`config.mk`:
```
export PLATFORM = sky130hd
export DESIGN_NAME = cev_cond_eval
export DESIGN_NICKNAME = d
export VERILOG_FILES = /design/src/rtl/cev_pkg.sv /design/src/rtl/cev_sel_bank.sv /design/src/rtl/cev_decide.sv /design/src/rtl/cev_cond_eval.sv
export SDC_FILE = /design/constraint.sdc
export NUM_CORES = 1
export LEC_CHECK = 0
export ABC_CLOCK_PERIOD_IN_PS = 2760
export BUFFER_PORTS_ARGS = -buffer_cell sky130_fd_sc_hd__buf_2
export CAP_MARGIN = 20
export CORE_MARGIN = 10
export CORE_UTILIZATION = 48
export CTS_CLUSTER_DIAMETER = 50
export DETAILED_ROUTE_END_ITERATION = 8
export PLACE_DENSITY = 0.83
export SLEW_MARGIN = 10
export SYNTH_ARGS = -nofsm -noshare
export SYNTH_HDL_FRONTEND = slang
export SYNTH_SLANG_ARGS = --single-unit
```
`constraint.sdc`:
```
create_clock -name clk -period 2.76 [get_ports clk]
set_clock_uncertainty 0.2 [all_clocks]
set_input_delay 0.276 -clock clk [delete_from_list [all_inputs] [get_ports clk]]
set_output_delay 0.276 -clock clk [all_outputs]
set_load 0.05 [all_outputs]
```
`src/rtl/cev_pkg.sv`:
```
package cev_pkg;

   typedef enum logic [1:0] {
      POL_NEVER    = 2'b00,
      POL_IF_TRUE  = 2'b01,
      POL_IF_FALSE = 2'b10,
      POL_ALWAYS   = 2'b11
   } pol_e;

   localparam int NUM_DEC  = 3;
   localparam int DEC_IRQ  = 0;
   localparam int DEC_BR   = 1;
   localparam int DEC_WAIT = 2;

   function automatic logic apply_policy(input pol_e pol, input logic cond);
      logic res;
      case (pol)
         POL_NEVER:    res = 1'b0;
         POL_IF_TRUE:  res = cond;
         POL_IF_FALSE: res = !cond;
         default:      res = 1'b1;
      endcase
      return res;
   endfunction

endpackage

```
`src/rtl/cev_sel_bank.sv`:
```
module cev_sel_bank #(
   parameter int NUM_SEL  = 3,
   parameter int DATA_W   = 32,
   parameter int FIELD_W  = 4,
   parameter int MASK_LSB = 16,
   parameter int VAL_LSB  = 0,
   parameter int ADDR_W   = 2
) (
   input  logic                             clk,
   input  logic                             rst_n,
   input  logic                             wr_en,
   input  logic [ADDR_W-1:0]                wr_addr,
   input  logic [DATA_W-1:0]                wr_data,
   output logic [NUM_SEL-1:0][FIELD_W-1:0]  mask_o,
   output logic [NUM_SEL-1:0][FIELD_W-1:0]  val_o
);

   localparam logic [DATA_W-1:0] FIELD_ONES = DATA_W'((1 << FIELD_W) - 1);
   localparam logic [DATA_W-1:0] USED_BITS  =
      (FIELD_ONES << MASK_LSB) | (FIELD_ONES << VAL_LSB);

   if (MASK_LSB + FIELD_W > DATA_W || VAL_LSB + FIELD_W > DATA_W) begin : g_bad_pos
      $error("cev_sel_bank: field lies outside the data word");
   end
   if ((1 << ADDR_W) < NUM_SEL) begin : g_bad_addr
      $error("cev_sel_bank: address too narrow for register count");
   end

   logic unused_wr_bits;
   assign unused_wr_bits = ^(wr_data & ~USED_BITS);

   logic [NUM_SEL-1:0][FIELD_W-1:0] mask_q;
   logic [NUM_SEL-1:0][FIELD_W-1:0] val_q;

   for (genvar i = 0; i < NUM_SEL; i++) begin : g_sel
      logic hit;
      assign hit = wr_en && (wr_addr == ADDR_W'(i));

      always_ff @(posedge clk or negedge rst_n) begin
         if (!rst_n) begin
            mask_q[i] <= '0;
            val_q[i]  <= '0;
         end else if (hit) begin
            mask_q[i] <= wr_data[MASK_LSB +: FIELD_W];
            val_q[i]  <= wr_data[VAL_LSB  +: FIELD_W];
         end
      end

      // a write aimed at another index leaves this register alone
      p_other_addr_keeps_r5: assert property (@(posedge clk) disable iff (!rst_n)
         (wr_en && wr_addr != ADDR_W'(i)) |=> ($stable(mask_q[i]) && $stable(val_q[i])));
   end

   assign mask_o = mask_q;
   assign val_o  = val_q;

   // an index with no register behind it changes nothing
   p_unused_addr_r9: assert property (@(posedge clk) disable iff (!rst_n)
      (wr_en && wr_addr >= ADDR_W'(NUM_SEL)) |=> ($stable(mask_q) && $stable(val_q)));

   // a write lands the mask and value fields in the addressed register
   p_write_lands_r1: assert property (@(posedge clk) disable iff (!rst_n)
      (wr_en && wr_addr == ADDR_W'(0)) |=>
         (mask_q[0] == $past(wr_data[MASK_LSB +: FIELD_W]) &&
          val_q[0]  == $past(wr_data[VAL_LSB +: FIELD_W])));

endmodule

```
`src/rtl/cev_decide.sv`:
```
module cev_decide
   import cev_pkg::*;
#(
   parameter int STAT_W = 4
) (
   input  logic              clk,
   input  logic              rst_n,
   input  logic              eval,
   input  logic [STAT_W-1:0] status,
   input  logic [STAT_W-1:0] sel_mask,
   input  logic [STAT_W-1:0] sel_val,
   input  logic [1:0]        policy,
   output logic              decision
);

   if (STAT_W < 1) begin : g_bad_w
      $error("cev_decide: status width must be positive");
   end

   logic cond;
   logic dec_next;
   logic dec_q;
   pol_e pol;

   assign pol      = pol_e'(policy);
   assign cond     = ((status ^ sel_val) & sel_mask) == '0;
   assign dec_next = apply_policy(pol, cond);

   always_ff @(posedge clk or negedge rst_n) begin
      if (!rst_n)    dec_q <= 1'b0;
      else if (eval) dec_q <= dec_next;
   end

   assign decision = dec_q;

   // never and always ignore the condition
   p_never_low_r3: assert property (@(posedge clk) disable iff (!rst_n)
      (eval && policy == 2'b00) |=> !decision);
   p_always_high_r3: assert property (@(posedge clk) disable iff (!rst_n)
      (eval && policy == 2'b11) |=> decision);

   // an empty mask makes the condition true
   p_zero_mask_r2: assert property (@(posedge clk) disable iff (!rst_n)
      (eval && sel_mask == '0 && policy == 2'b01) |=> decision);

   // without a strobe the decision holds
   p_hold_r6: assert property (@(posedge clk) disable iff (!rst_n)
      !eval |=> $stable(decision));

endmodule

```
`src/rtl/cev_cond_eval.sv`:
```
module cev_cond_eval
   import cev_pkg::*;
#(
   parameter int STAT_W   = 4,
   parameter int SEL_W    = 32,
   parameter int MASK_LSB = 16,
   parameter int VAL_LSB  = 0,
   parameter int CMD_W    = 16,
   parameter int INTR_LSB = 4,
   parameter int BR_LSB   = 2,
   parameter int WAIT_LSB = 0,
   parameter int ADDR_W   = 2
) (
   input  logic              clk,
   input  logic              rst_n,
   input  logic              sel_wr_en,
   input  logic [ADDR_W-1:0] sel_wr_addr,
   input  logic [SEL_W-1:0]  sel_wr_data,
   input  logic [STAT_W-1:0] dev_status,
   input  logic [CMD_W-1:0]  cmd_word,
   input  logic              eval_strobe,
   output logic              irq_fire,
   output logic              take_branch,
   output logic              must_wait,
   output logic              result_valid
);

   localparam int POL_W = 2;
   localparam logic [CMD_W-1:0] POL_ONES = CMD_W'((1 << POL_W) - 1);
   localparam logic [CMD_W-1:0] POL_BITS =
      (POL_ONES << INTR_LSB) | (POL_ONES << BR_LSB) | (POL_ONES << WAIT_LSB);

   if (INTR_LSB + POL_W > CMD_W || BR_LSB + POL_W > CMD_W || WAIT_LSB + POL_W > CMD_W)
   begin : g_bad_cmd
      $error("cev_cond_eval: policy field outside the command word");
   end

   logic unused_cmd_bits;
   assign unused_cmd_bits = ^(cmd_word & ~POL_BITS);

   logic [NUM_DEC-1:0][STAT_W-1:0] sel_mask;
   logic [NUM_DEC-1:0][STAT_W-1:0] sel_val;
   logic [NUM_DEC-1:0]             dec;

   cev_sel_bank #(
      .NUM_SEL  (NUM_DEC),
      .DATA_W   (SEL_W),
      .FIELD_W  (STAT_W),
      .MASK_LSB (MASK_LSB),
      .VAL_LSB  (VAL_LSB),
      .ADDR_W   (ADDR_W)
   ) u_bank (
      .clk     (clk),
      .rst_n   (rst_n),
      .wr_en   (sel_wr_en),
      .wr_addr (sel_wr_addr),
      .wr_data (sel_wr_data),
      .mask_o  (sel_mask),
      .val_o   (sel_val)
   );

   for (genvar d = 0; d < NUM_DEC; d++) begin : g_dec
      localparam int FLD = (d == DEC_IRQ) ? INTR_LSB :
                           (d == DEC_BR)  ? BR_LSB   : WAIT_LSB;
      cev_decide #(.STAT_W(STAT_W)) u_decide (
         .clk      (clk),
         .rst_n    (rst_n),
         .eval     (eval_strobe),
         .status   (dev_status),
         .sel_mask (sel_mask[d]),
         .sel_val  (sel_val[d]),
         .policy   (cmd_word[FLD +: POL_W]),
         .decision (dec[d])
      );
   end

   logic valid_q;
   always_ff @(posedge clk or negedge rst_n) begin
      if (!rst_n) valid_q <= 1'b0;
      else        valid_q <= eval_strobe;
   end

   assign irq_fire     = dec[DEC_IRQ];
   assign take_branch  = dec[DEC_BR];
   assign must_wait    = dec[DEC_WAIT];
   assign result_valid = valid_q;

   // valid is a one-cycle echo of the strobe
   p_valid_follows_r6: assert property (@(posedge clk) disable iff (!rst_n)
      eval_strobe |=> result_valid);
   p_valid_quiet_r6: assert property (@(posedge clk) disable iff (!rst_n)
      !eval_strobe |=> !result_valid);

   // always-policy in the interrupt field fires the interrupt
   p_intr_field_r4: assert property (@(posedge clk) disable iff (!rst_n)
      (eval_strobe && cmd_word[INTR_LSB +: POL_W] == 2'b11) |=> irq_fire);

endmodule

```
* Word level (Yosys, flattened, before mapping) *
Index checks and enable logic that the tools add are counted.

word-level totals
  register bits = 28
  bits in latches = 0
  RAM bits = 0
  bits in read-only memories = 0
  input bits = 58
  output and inout port bits = 4
  word-level logic and storage cells = 40
  memories kept = 0

cells by class
  $add $sub $neg = 0
  multipliers = 0
  div/mod/pow operators = 0
  magnitude comparators = 0
  equal/unequal tests = 8
  shifts and indexed selects = 0
  multiplexer cells = 3
  bitwise logic cells = 6
  reduce and logical (&&, ||, !) cells = 13

operator list
  cell                number
  $and 4x4->4         3
  $logic_not 4->1     3
  $xor 4x4->4         3
  $pmux 1 s3          3
  $eq 2x1->1 const B  4
  $eq 2x2->1 const B  4
  $logic_not 2->1     4
  $logic_and 1x1->1   3
  $logic_not 1->1     3

* Logic depth before layout (Yosys ltp) *
Gate-level depths: netlist of the first run.

  depth in word-level cells = 5
  gate-level depth with buffers = 4
  depth with buffers taken out = 4

* Cells and area by module *
Synthesis of the first run repeated with hierarchy kept, for this count alone.

unflattened totals
  cells, all modules = 88
  area, all modules = 1282.5 um^2

modules (own cells, without submodules)
  module         instances  cells an instance  area each (um^2)  sequential area each (um^2)
  cev_sel_bank   1          51                 912.1             600.6
  cev_decide     3          12                 115.1             25.0
  cev_cond_eval  1          1                  25.0              25.0

* Worst setup path after synthesis of the first run *
Ideal clock, no wire load.

  path kind = register to register
  from = register u_bank.val_q, in the netlist u_bank.val_o[2]
  to = register g_dec[0].u_decide.dec_q
  setup time = 131 ps
  arrival = 1096 ps
  required time = 2429 ps
  slack = 1333 ps
  cell stages (with the launch flop) = 5
  path buffers = 0
  period minus slack after synthesis = 1427 ps
  cells stage by stage = dfrtp_1 xor2_1 a22oi_2 a21oi_1 or3b_1

on the way
  word-level cells in the longest chain between the ends = 5

RTL lines
  element                          RTL line            RTL
  start, declared                  cev_sel_bank.sv:33  logic [NUM_SEL-1:0][FIELD_W-1:0] val_q;
  start signal, assigned by index  cev_sel_bank.sv:45  val_q[i] <= wr_data[VAL_LSB +: FIELD_W];
  $xor 4x4->4 (*)                  cev_decide.sv:26    assign cond = ((status ^ sel_val) & sel_mask) == '0;
  $and 4x4->4 (*)                  cev_decide.sv:26
  $logic_not 4->1 (*)              cev_decide.sv:26
  $logic_not 1->1                  cev_pkg.sv:20       POL_IF_FALSE: res = !cond;
  $pmux 1 s3 (*)                   cev_pkg.sv:17       case (pol)
  end signal, assigned             cev_decide.sv:31    else if (eval) dec_q <= dec_next;
  end, declared                    cev_decide.sv:22    logic dec_q;

Mark *: on every way between the ends. The rest lies on a longest branch, timed or not.
A chain may end at the register's enable or synchronous reset.

* Worst setup path after layout of the first run *
Same ends and word-level chain as after synthesis.

==> results of run 1 <==
-- worst reg2reg max path, stage by stage (launching register included) --
cell and delay [ns]:
sky130_fd_sc_hd__dfrtp_1 0.42, sky130_fd_sc_hd__xor2_1 0.16, sky130_fd_sc_hd__a22oi_2 0.24, sky130_fd_sc_hd__a21oi_1 0.10
sky130_fd_sc_hd__or3b_1 0.35
-- stage by stage --
step	power (mW)	hold slack, ns
after floorplan	0.738	-0.220
after global placement	0.808	0.113
final	1.02	0.0734
after global routing	1.08	0.0759
after detailed placement	0.823	0.115
after CTS	1.02	0.000281
-- flip-flops by register name (all words and copies together), names as in the netlist --
signal / count
g_dec.u_decide.decision: 3
u_bank.val_o: 12
result_valid: 1
u_bank.mask_o: 12
-- cell families (layout without fill, tap and decap cells) --
group | after synthesis | after routing | share of synthesized area, %
XOR/XNOR | 12 | 12 | 8.21
buffers and inverters | 1 | 41 | 0.391
multiplexers | 24 | 24 | 21.1
flip-flops | 28 | 28 | 54.7
AO/OA/AOI/OAI | 9 | 9 | 7.04
AND/OR/NAND/NOR | 15 | 15 | 8.50
-- final cells by class --
type	instances	area (µm²)	area share [%]
Sequential cell	28	701	44.2
Multi-Input combinational cell	60	574	36.3
Timing Repair Buffer	37	235	14.8
Tap cell	30	37.5	2.37
Clock buffer	4	36.3	2.29
-- metal layers --
metal / vias to the layer above / routed length [µm] / track usage (%)
met5: - / 0 / 0
met4: 0 / 36 / 4.52
met3: 4 / 149 / 2.48
met2: 22 / 1210 / 16.4
met1: 394 / 1130 / 12.2
li1: 400 / - / -
-- cells in the mapped netlist --
master,instances,area [µm²]
sky130_fd_sc_hd__nand2_1,3,11.3
sky130_fd_sc_hd__or3b_1,3,26.3
sky130_fd_sc_hd__nor3b_4,1,18.8
sky130_fd_sc_hd__mux2_2,24,270
sky130_fd_sc_hd__nand3b_1,2,15.0
sky130_fd_sc_hd__xor2_1,12,105
sky130_fd_sc_hd__a21oi_1,3,15.0
sky130_fd_sc_hd__nor2b_1,3,18.8
sky130_fd_sc_hd__clkbuf_2,1,5.00
sky130_fd_sc_hd__nand4_1,3,18.8
sky130_fd_sc_hd__dfrtp_1,28,701
sky130_fd_sc_hd__a22oi_2,6,75.1
-- report_power, final --
| group | internal (mW) | switching (mW) | leakage, nW | total, mW |
|---|---|---|---|---|
| Combinational | 0.138 | 0.147 | 0.366 | 0.285 |
| Clock | 0.0807 | 0.114 | 0.0210 | 0.195 |
| Sequential | 0.489 | 0.0488 | 0.332 | 0.538 |
-- how the worst min path moves through the flow --
stage / start / end / slack (ns) / cells after the start
floorplan: rst_n / g_dec[0].u_decide.decision / -0.22 / 0
global placement: rst_n / u_bank.val_o[9] / 0.11 / 1
detailed placement: rst_n / u_bank.val_o[9] / 0.11 / 1
CTS: sel_wr_data[0] / u_bank.val_o[8] / 0.0003 / 2
global route: cmd_word[4] / g_dec[0].u_decide.decision / 0.08 / 3
finish: cmd_word[4] / g_dec[0].u_decide.decision / 0.07 / 3
==> metrics.log, run 1 <==
[metrics] transition time of the tightest slew-check pin: 0.604 ns
[metrics] clock slew at reported path FFs: 0.14 ns
[metrics] Avg WL per Cell: 15.9 µm
[metrics] core utilization of the finished layout: 62.8%
[metrics] count of placed standard cells in the final layout, fillers left out: between 150 and 200
[metrics] worst relative slew slack: between 50% and 60%
[metrics] syn_nets: between 100 and 150
[metrics] clk root buf: sky130_fd_sc_hd__clkbuf_4
[metrics] starting utilization of the core area: 50.7%
[metrics] element type at the critical path start: flip-flop
[metrics] Die H: 71.6 µm
[metrics] fraction of layout cells with a size suffix above 1: 48.1%
[metrics] DRT Pass-1 Iters: 4
[metrics] synthesized netlist cell count: 89
[metrics] Clk Latency, worst-skew pair: between 0.3 and 0.4 ns
[metrics] CP Max Fanout: 2
[metrics] worst path arrival time: 1.59 ns
[metrics] highest achievable clock rate: 633 MHz
[metrics] Hold/Removal Path Class: in -> reg
[metrics] hold_buf cts: 3
[metrics] Critical Path Sink Type: flip-flop
[metrics] maximum root-to-sink buffer count: 2
[metrics] depth of the critical timing path with buffers and inverters included: 4
[metrics] total setup buffers inserted after CTS: 0
[metrics] vias per inst: 5.16
[metrics] IR Drop Worst-Case VDD: around 0.42 mV
[metrics] total negative slack: 0 ns
[metrics] portion of the post-synthesis area used by sequential elements: 54.7%
[metrics] share of the cycle needed by the critical path after routing: 57.2%
[metrics] outcome: finished, final reports clean
[metrics] Port Buffers: 27
[metrics] number of placed instances, taps included: about 150
[metrics] area of the mapped netlist: 0.00128 mm²
[metrics] worst flop-to-flop path startpoint: u_bank.val_o[2]
[metrics] die span in x: 71.6 µm
[metrics] number of nets in the layout: 188
[metrics] remaining global-route overflow: 0
[metrics] Final Setup Violations: 0
[metrics] top library cells by usage in the layout, fill and taps aside: sky130_fd_sc_hd__dfrtp_1 (28), sky130_fd_sc_hd__buf_2 (27), sky130_fd_sc_hd__mux2_2 (24)
[metrics] post-placement worst setup slack: 1.16 ns
[metrics] count of cells along the worst register-to-register path: 4
[metrics] vias in the first global route: 919
[metrics] floorplan die area: 0.00513 mm²
[metrics] fin crit period: about 1.6 ns
[metrics] total of max-cap violations: 0
[metrics] placeable core area: 0.00252 mm²
[metrics] combined global-route utilization of all metal layers: 10.1%
[metrics] global-route wire length before repair: 4.26 mm
[metrics] slowest stage cell, crit path: sky130_fd_sc_hd__dfrtp_1
[metrics] kind of cell with the highest combined delay on the critical path: flip-flops
[metrics] DP Area: 0.00145 mm²
[metrics] H-tree Lvls: 1
[metrics] most common cell after layout, fill and taps aside: sky130_fd_sc_hd__dfrtp_1
[metrics] count of final max-slew check failures: 0
[metrics] total wire length after detailed routing: between 2 and 3 mm
[metrics] Pwr per Cell Area: 642 mW/mm²
[metrics] worst r2r dst: g_dec[0].u_decide.decision
[metrics] mean instance size in the synthesized netlist: 14.4 µm²
[metrics] data required time of the critical path: ~2.8 ns
[metrics] post-route worst setup slack: between 1 and 1.5 ns
[metrics] number of violations reported at the end of detailed-routing iteration 0: 24
[metrics] post-synthesis cell type count: 12
[metrics] growth of design area from synthesis to finish: 23.8%
[metrics] critical path class: reg -> reg
[metrics] synthesis-stage register bit count: 28
[metrics] number of fill cells: 202
[metrics] post-cts gate resize count: 0
[metrics] largest net degree at the start of global routing: 29
[metrics] total number of vias: 820
[metrics] RSZ-0062 raised after global routing: false
[metrics] worst setup path startpoint: u_bank.val_o[2]
[metrics] number of failing hold endpoints at the final stage: 0
[metrics] delay of the slowest critical-path stage: 0.42 ns
[metrics] diode insertion count for antenna repair: 0
[metrics] IO Pins: 62
[metrics] Syn. warnings: 0
[metrics] number of buffers and inverters on the critical path: 0
[metrics] P_leak: between 0.7 and 0.8 nW
[metrics] total CTS buffers: 3
[metrics] placer's final routability congestion estimate: 0.739
[metrics] Worst R2R Setup Slack: 1.18 ns
[metrics] count of antenna-violating nets left after detailed routing: 0
[metrics] Placement Rows: 18
[metrics] TritonCTS sink count: 28
[metrics] critical path endpoint: g_dec[0].u_decide.decision
[metrics] initial antenna violation count: 0
[metrics] Post-route DRC: 0
[metrics] post-layout instance area: 0.00158 mm²
[metrics] TritonCTS clock tree: yes
[metrics] critical path, cell by cell: xor2_1 > a22oi_2 > a21oi_1 > or3b_1
(Power assumes the default switching activity.)
==> inputs of run 2 (changes only) <==
--- a/config.mk
+++ b/config.mk
@@ -5,14 +5,14 @@
 export SDC_FILE = /design/constraint.sdc
 export NUM_CORES = 1
 export LEC_CHECK = 0
-export ABC_CLOCK_PERIOD_IN_PS = 2760
+export ABC_CLOCK_PERIOD_IN_PS = 1450
 export BUFFER_PORTS_ARGS = -buffer_cell sky130_fd_sc_hd__buf_2
 export CAP_MARGIN = 20
 export CORE_MARGIN = 10
-export CORE_UTILIZATION = 48
+export CORE_UTILIZATION = 41
 export CTS_CLUSTER_DIAMETER = 50
 export DETAILED_ROUTE_END_ITERATION = 8
-export PLACE_DENSITY = 0.83
+export PLACE_DENSITY = 0.75
 export SLEW_MARGIN = 10
 export SYNTH_ARGS = -nofsm -noshare
 export SYNTH_HDL_FRONTEND = slang
==> constraint.sdc (replaced) <==
create_clock -name clk -period 1.45 [get_ports clk]
set_clock_uncertainty 0.2 [all_clocks]
set_input_delay 0.145 -clock clk [delete_from_list [all_inputs] [get_ports clk]]
set_output_delay 0.145 -clock clk [all_outputs]
set_load 0.05 [all_outputs]
==> run 2 against run 1 <==
  * The flow now finishes with violations (setup timing)
  * Clock-buffer cell count stayed put
  * Power is 91% higher
  * Core utilization is 7.2 points lower
  * Combinational power is 95% higher
  * Cell count is 14% higher
  * Wire length is 0.75% higher
  * Largest cell class unchanged
==> metrics.log, run 2 (same netlist as run 1, synthesis figures left out) <==
[metrics] Clk Latency, worst-skew pair: 0.32 ns (about the same)
[metrics] global-route wire length before repair: 4.15 mm (-2.6%)
[metrics] top library cells by usage in the layout, fill and taps aside: sky130_fd_sc_hd__dfrtp_1 (28), sky130_fd_sc_hd__buf_2 (27), sky130_fd_sc_hd__mux2_2 (24)
[metrics] vias in the first global route: 912 (-0.76%)
[metrics] worst relative slew slack: 60.7% (+0.98 points)
[metrics] post-route worst setup slack: -0.0750 ns (-1.26 ns)
[metrics] maximum root-to-sink buffer count: 2 (unchanged)
[metrics] highest achievable clock rate: 656 MHz (+3.6%)
[metrics] DP Area: 0.00149 mm² (+2.8%)
[metrics] floorplan die area: 0.00576 mm² (+12%)
[metrics] count of placed standard cells in the final layout, fillers left out: 182 (+14%)
[metrics] placeable core area: 0.00303 mm² (+20%)
[metrics] growth of design area from synthesis to finish: 31.6%
[metrics] initial antenna violation count: 0 (unchanged)
[metrics] number of nets in the layout: 197 (+4.8%)
[metrics] Port Buffers: 27 (unchanged)
[metrics] number of violations reported at the end of detailed-routing iteration 0: 56 (+130%)
[metrics] number of failing hold endpoints at the final stage: 0 (unchanged)
[metrics] CP Max Fanout: 2 (unchanged)
[metrics] most common cell after layout, fill and taps aside: sky130_fd_sc_hd__dfrtp_1
[metrics] Avg WL per Cell: 14.0 µm (-12%)
[metrics] critical path class: reg -> reg
[metrics] combined global-route utilization of all metal layers: 9.35% (-0.71 points)
[metrics] diode insertion count for antenna repair: 0 (unchanged)
[metrics] H-tree Lvls: 1 (unchanged)
[metrics] fraction of layout cells with a size suffix above 1: 47.1% (-0.96 points)
[metrics] kind of cell with the highest combined delay on the critical path: flip-flops
[metrics] total negative slack: -0.166 ns (-0.166 ns)
[metrics] overall power consumption: 1.95 mW (+91%)
[metrics] total wire length after detailed routing: 2.55 mm (+0.75%)
[metrics] fin crit period: 1.53 ns (-0.0544 ns)
[metrics] delay of the slowest critical-path stage: 0.41 ns (about the same)
[metrics] TritonCTS clock tree: yes
[metrics] placer's final routability congestion estimate: 0.801 (+8.4%)
[metrics] data required time of the critical path: 1.46 ns (-1.32 ns)
[metrics] critical path, cell by cell: xor2_1 > a22oi_2 > a21oi_1 > or3b_1
[metrics] transition time of the tightest slew-check pin: 0.589 ns (-0.0147 ns)
[metrics] Post-route DRC: 0 (unchanged)
[metrics] failing checks: setup timing
[metrics] remaining global-route overflow: 0 (unchanged)
[metrics] P_leak: 0.758 nW (+5.4%)
[metrics] post-layout instance area: 0.00168 mm² (+6.3%)
[metrics] worst path arrival time: 1.54 ns (-0.05 ns)
[metrics] slowest stage cell, crit path: sky130_fd_sc_hd__dfrtp_1
[metrics] vias per inst: 4.75 (-7.9%)
[metrics] total CTS buffers: 3 (unchanged)
[metrics] largest net degree at the start of global routing: 29 (unchanged)
[metrics] starting utilization of the core area: 42.3% (-8.5 points)
[metrics] count of final max-slew check failures: 0 (unchanged)
[metrics] core utilization of the finished layout: 55.6% (-7.2 points)
[metrics] Placement Rows: 20 (+2)
[metrics] IR Drop Worst-Case VDD: 0.384 mV (-7.6%)
[metrics] number of fill cells: 243 (+20%)
[metrics] Hold/Removal Path Class: in -> reg
[metrics] post-cts gate resize count: 0 (unchanged)
[metrics] outcome: finished, violations left
[metrics] Final Setup Violations: 3 (+3)
[metrics] die span in x: 75.9 µm (+5.9%)
[metrics] total number of vias: 864 (+5.4%)
[metrics] clock slew at reported path FFs: 0.14 ns (about the same)
[metrics] number of buffers and inverters on the critical path: 0 (unchanged)
[metrics] share of the cycle needed by the critical path after routing: 105% (+48 points)
[metrics] count of antenna-violating nets left after detailed routing: 0 (unchanged)
[metrics] Critical Path Sink Type: flip-flop
[metrics] Pwr per Cell Area: 1160 mW/mm² (+80%)
[metrics] clk root buf: sky130_fd_sc_hd__clkbuf_4
[metrics] RSZ-0062 raised after global routing: true
[metrics] Die H: 75.9 µm (+5.9%)
[metrics] TritonCTS sink count: 28 (unchanged)
[metrics] number of placed instances, taps included: 162 (+12%)
[metrics] total of max-cap violations: 0 (unchanged)
[metrics] IO Pins: 62 (unchanged)
[metrics] element type at the critical path start: flip-flop
[metrics] total setup buffers inserted after CTS: 0 (unchanged)
[metrics] DRT Pass-1 Iters: 4 (unchanged)
[run 2: worst reg2reg max path, stage by stage (launching register included)]
cell                      delay, ns
sky130_fd_sc_hd__dfrtp_1       0.41
sky130_fd_sc_hd__xor2_1        0.15
sky130_fd_sc_hd__a22oi_2       0.21
sky130_fd_sc_hd__a21oi_1       0.09
sky130_fd_sc_hd__or3b_1        0.35
[run 2: path summary, 6_finish.rpt]
path / startpoint / to / slack, ns / depth (start not counted)
worst max-delay path: u_bank.val_o[2] / g_dec[0].u_decide.decision / -0.08 / 4
worst min-delay path: eval_strobe / g_dec[2].u_decide.decision / 0.01 / 3
worst max register to register: u_bank.val_o[2] / g_dec[0].u_decide.decision / -0.08 / 4
worst min register to register: u_bank.mask_o[0] / u_bank.mask_o[0] / 0.35 / 1
max in group asynchronous: rst_n / u_bank.val_o[1] / 0.51 / 2
min in group asynchronous: rst_n / u_bank.val_o[6] / 0.16 / 2
[run 2: timing repair]
item,in CTS,in global routing
hold endpoints to repair,56,0
pin swaps,7,0
hold buffers,16,0
setup endpoints to repair,3,3
[run 2: power breakdown]
group          internal (mW)  switching, mW  total (mW)
clock                  0.154          0.213       0.366
sequential             0.931         0.0944        1.03
combinational          0.277          0.278       0.555
total                   1.36          0.585        1.95
[run 2: final cells by class]
type	instances	area, µm²	area share, %
clock buffers	4	36.3	2.15
multi-input cells	60	574	34.1
flip-flops and latches	28	701	41.6
well taps	44	55.1	3.27
repair buffers	46	318	18.9
[run 2: per-layer routing]
layer | GRT usage, % | part of all wire, %
met2 | 16.9 | 51
met1 | 10.5 | 39
met3 | 2.21 | 7.4
met4 | 3.09 | 1.9
met5 | 0 | 0
[run 2: metrics by stage]
| stage | setup WS, ns | hold WS, ns |
|---|---|---|
| 2_1_floorplan | 0.0226 | -0.351 |
| 3_3_place_gp | -0.0582 | -0.0213 |
| 3_5_place_dp | -0.0761 | -0.0176 |
| 4_1_cts | -0.0749 | 0.00541 |
| 5_1_grt | -0.162 | 0.0146 |
| 6_report | -0.0750 | 0.0136 |
